**src/rtl/can_crc15_unit.sv**
```systemverilog
module can_crc15_unit #(
  parameter int W = 15,
  parameter logic [W-1:0] POLY = 15'h4599
) (
  input  logic         clk,
  input  logic         rst_n,
  input  logic         sof,
  input  logic         bit_vld,
  input  logic         bit_in,
  input  logic         crc_phase,
  input  logic         rx_mode,
  output logic [W-1:0] crc_rem,
  output logic         tx_bit,
  output logic         chk_valid,
  output logic         chk_ok
);
  localparam int CW = $clog2(W + 1);
  localparam logic [CW-1:0] FULL = CW'(W);
  localparam logic [CW-1:0] LAST = CW'(W - 1);

  logic [W-1:0]  rem_q;
  logic [CW-1:0] cnt_q;
  logic          vld_q, ok_q;

  wire [W-1:0]  base     = sof ? '0 : rem_q;
  wire [CW-1:0] cnt_base = sof ? '0 : cnt_q;
  wire          take     = bit_vld && !(crc_phase && cnt_base == FULL);
  wire          fb       = (rx_mode || !crc_phase) ? (bit_in ^ base[W-1]) : 1'b0;
  wire [W-1:0]  stepped  = {base[W-2:0], 1'b0} ^ (fb ? POLY : '0);
  wire          last_rx  = take && crc_phase && rx_mode && cnt_base == LAST;

  always_ff @(posedge clk or negedge rst_n) begin
    if (!rst_n) begin
      rem_q <= '0;
      cnt_q <= '0;
      vld_q <= 1'b0;
      ok_q  <= 1'b0;
    end else begin
      if (sof || take) rem_q <= take ? stepped : '0;
      if (sof || (take && crc_phase))
        cnt_q <= (take && crc_phase) ? cnt_base + 1'b1 : '0;
      if (last_rx) begin
        vld_q <= 1'b1;
        ok_q  <= (stepped == '0);
      end else if (sof) begin
        vld_q <= 1'b0;
        ok_q  <= 1'b0;
      end
    end
  end

  assign crc_rem   = rem_q;
  assign tx_bit    = rem_q[W-1];
  assign chk_valid = vld_q;
  assign chk_ok    = ok_q;


  hold_idle_chk: assert property (@(posedge clk) disable iff (!rst_n)
    (!sof && !bit_vld) |=> ($stable(crc_rem) && $stable(chk_valid) && $stable(chk_ok)));


  sof_clear_chk: assert property (@(posedge clk) disable iff (!rst_n)
    (sof && !bit_vld) |=> (crc_rem == '0 && !chk_valid));


  tx_shift_chk: assert property (@(posedge clk) disable iff (!rst_n)
    (!sof && bit_vld && crc_phase && !rx_mode && cnt_q != FULL)
      |=> crc_rem == {$past(crc_rem[W-2:0]), 1'b0});


  verdict_hold_chk: assert property (@(posedge clk) disable iff (!rst_n)
    (chk_valid && !sof) |=> (chk_valid && $stable(chk_ok) && $stable(crc_rem)));


  verdict_rise_chk: assert property (@(posedge clk) disable iff (!rst_n)
    $rose(chk_valid) |-> $past(bit_vld && crc_phase && rx_mode));


  ok_implies_valid_chk: assert property (@(posedge clk) disable iff (!rst_n)
    chk_ok |-> chk_valid);
endmodule

```
**config.mk**
```make
export PLATFORM = sky130hd
export DESIGN_NAME = can_crc15_unit
export DESIGN_NICKNAME = d
export VERILOG_FILES = /design/src/rtl/can_crc15_unit.sv
export SDC_FILE = /design/constraint.sdc
export NUM_CORES = 1
export LEC_CHECK = 0
export CELL_PAD_IN_SITES_DETAIL_PLACEMENT = 1
export CELL_PAD_IN_SITES_GLOBAL_PLACEMENT = 1
export CORE_MARGIN = 2
export CORE_UTILIZATION = 37
export CTS_CLUSTER_DIAMETER = 50
export DETAILED_ROUTE_END_ITERATION = 6
export GPL_TIMING_DRIVEN = 0
export PLACE_DENSITY_LB_ADDON = 0.1
export REMOVE_ABC_BUFFERS = 1
export SYNTH_ARGS = -nofsm -noshare
export SYNTH_HDL_FRONTEND = slang
export SYNTH_SLANG_ARGS = --single-unit
```
**constraint.sdc**
```tcl
create_clock -name clk -period 2.34 [get_ports clk]
set_input_delay 0.468 -clock clk [delete_from_list [all_inputs] [get_ports clk]]
set_output_delay 0.468 -clock clk [all_outputs]
set_load 0.02 [all_outputs]
```
==> reports/qor.yml <==
yosysMostFrequentCell: "nand2_1"
antennaDiodeCount: 0
leakage_nw: 0.572
grt_pass1_vias: 1017
cts_root_buffer: "clkbuf_4"
finalWorstSetupSlack_ps: 134
slowest_delay_ps: 420
clk_latency_ps: 300
startpoint_type: "primary input"
setup_viol: 0
violations: "DRC"
grt_setup_unrepaired: "no"
async_flop_share: 1.00
critPathSlowestCell: "o21ai_4"
synthesis.area_um2: 1120
synth_cells: 115
hp-class: "flop to flop"
nets: 146
ys_seq_area_frac: 0.470
drtAntennaViolNets: 0
finalHoldViolCount: 0
start_util: 0.399
via_per_inst: 5.62
numCtsBuffers: 3
grt_max_degree: 25
antenna_found_initial: 0
yosys.area_share.adder: 0.0224
drive_gt1_frac: 0.103
areaGrowthSynthToFinish_pct: 24.8
final.period_utilization: 0.943
core-area_um2: 2810
synth_area_leaders: "dfrtp_1, nand2_1, o211ai_2"
clk_pin_slew_ps: 120
synth_ff_type: "dfrtp_1"
power_mw: 0.758
maxCapViolCount: 0
drcViolationCount: 2
drv_slew: 0
drt_pre_antenna_iters: 6
clock_sinks: 21
path_cells: "clkdlybuf4s15_2 > nor2b_1 > ha_1 > inv_1 > o21ai_4 > or3_4 > o211ai_2"
finClkSkew_ps: 3.89
fillers: 343
slew_headroom: 0.360
synth_area_per_cell_um2: 9.73
synth_warnings: 0
synth_top_area_cell: "dfrtp_1"
ys_ff_latch: 21
worstSetupEndpointType: "flop"
peakVddDrop_uv: 256
place_ws_ps: -1110
powerDensity_nw_per_um2: 543
outcome: "finished with violations"
synthSimpleGateAreaFrac: 0.225
drt-total-wl_um: 2770
synthMuxAreaShare: 0.0101
synth_top_area_share: 0.470
cts_tree: "done"
overflow: 0
finalCriticalPeriod_ps: 2210
synth_top_family_by_area: "simple AND/OR/NAND/NOR gates"
crit_type: "primary input to flop"
gp_congestion: 0.798
die_h_um: 59.0
vias: 938
io_buffers: 24
dr.first_iter.drc_count: 25
ios: 25
crit_path_max_fanout: 24
synth_compound_area_frac: 0.185
tightest_slew_ps: 957
grt_usage: 0.179
max_freq_ghz: 0.453
cts_buffer_depth: 2
cp.required_ps: 2530
synthTopCellsByCount: "nand2_1, dfrtp_1, nor2b_1"
fp.dieW_um: 59.0
synth-xor-area-share: 0.0380
grt_pass1_wl_um: 4840
arrival_ps: 2390
htreeDepth: 1
dieArea_um2: 3480
rows: 19
synthDistinctLibCells: 29
holdBufCountCts: 0
dp_hpwl_um: 1980
wire_per_inst_um: 16.6
synth_edf_count: 0
## area by class of cell
| type | count | area (um2) | area share |
|---|---|---|---|
| Multi-Input combinational cell | 83 | 549 | 0.393 |
| Tap cell | 31 | 38.8 | 0.0278 |
| Clock buffer | 4 | 26.3 | 0.0188 |
| Sequential cell | 21 | 526 | 0.376 |
| Timing Repair Buffer | 24 | 241 | 0.173 |
| Inverter | 4 | 15.0 | 0.0108 |
## critical path, delay by kind of cell
kind                       cells  cell delay (ps)
buffers and inverters          2              500
AOI/OAI and AO/OA              2              530
adders and majority gates      1              260
and+or+nand+nor                2              630
## metrics by stage
stage / TNS (ps) / hold slack [ps] / instances / instance area, um2 / util
floorplan: 0 / 172 / 108 / 1080 / -
global placement: -13660 / 468 / 163 / 1360 / 0.483
detailed placement: -16710 / 481 / 163 / 1360 / 0.483
CTS: 0 / 508 / 167 / 1400 / 0.498
global route: 0 / 537 / 167 / 1400 / 0.498
finish: 0 / 501 / 167 / 1400 / 0.498
## metal layers
layer	routed length (um)	global-route usage	vias to the layer above
met4	17	0.0487	0
met1	1310	0.239	470
met2	1340	0.306	24
li1	-	-	442
met3	95	0.0197	2
met5	0	0	-
## registers in the layout, summed over array words and instances, names as in the netlist
signal and count:
chk_ok 1, chk_valid 1, cnt_q 4, crc_rem 15
## worst paths after layout
check	start	cells past startpoint	slack [ps]	end
worst min-delay path	chk_valid	1	500	chk_valid
worst max register to register	cnt_q[1]	6	410	crc_rem[10]
worst max-delay path	sof	7	130	crc_rem[10]
min in group asynchronous	rst_n	1	690	crc_rem[9]
max in group asynchronous	rst_n	1	1080	cnt_q[3]
worst min register to register	chk_valid	1	500	chk_valid
## cell usage in the layout, fill, tap and decap left out, types with 2 or more instances in the layout
| cell | count |
|---|---|
| nor2_1 | 4 |
| o211ai_1 | 6 |
| clkdlybuf4s50_1 | 23 |
| dfrtp_1 | 21 |
| ha_1 | 2 |
| nand3_1 | 5 |
| xnor2_1 | 3 |
| nor2b_1 | 10 |
| o211ai_2 | 6 |
| inv_1 | 4 |
| nand2_1 | 22 |
| nor4_1 | 3 |
| a21oi_1 | 8 |
| nand4b_1 | 2 |
| clkbuf_4 | 3 |
## cells by family after synthesis
logic type,count (synthesis)
multiplexers,1
AO/OA/AOI/OAI,26
flip-flops,21
XOR/XNOR,4
buffers and inverters,11
adder cells (fa/ha/maj),2
AND/OR/NAND/NOR,50
## where the power goes
group | internal, mW | switching [mW]
registers | 0.385 | 0.0214
logic | 0.0781 | 0.0977
clock network | 0.0664 | 0.109
total | 0.530 | 0.228
## what timing repair did
action	4_1_cts	5_1_grt
setup endpoints to repair	20	0
buffers inserted	0	0
resized for setup	5	0
No activity file was read; power rests on OpenSTA's default activity.
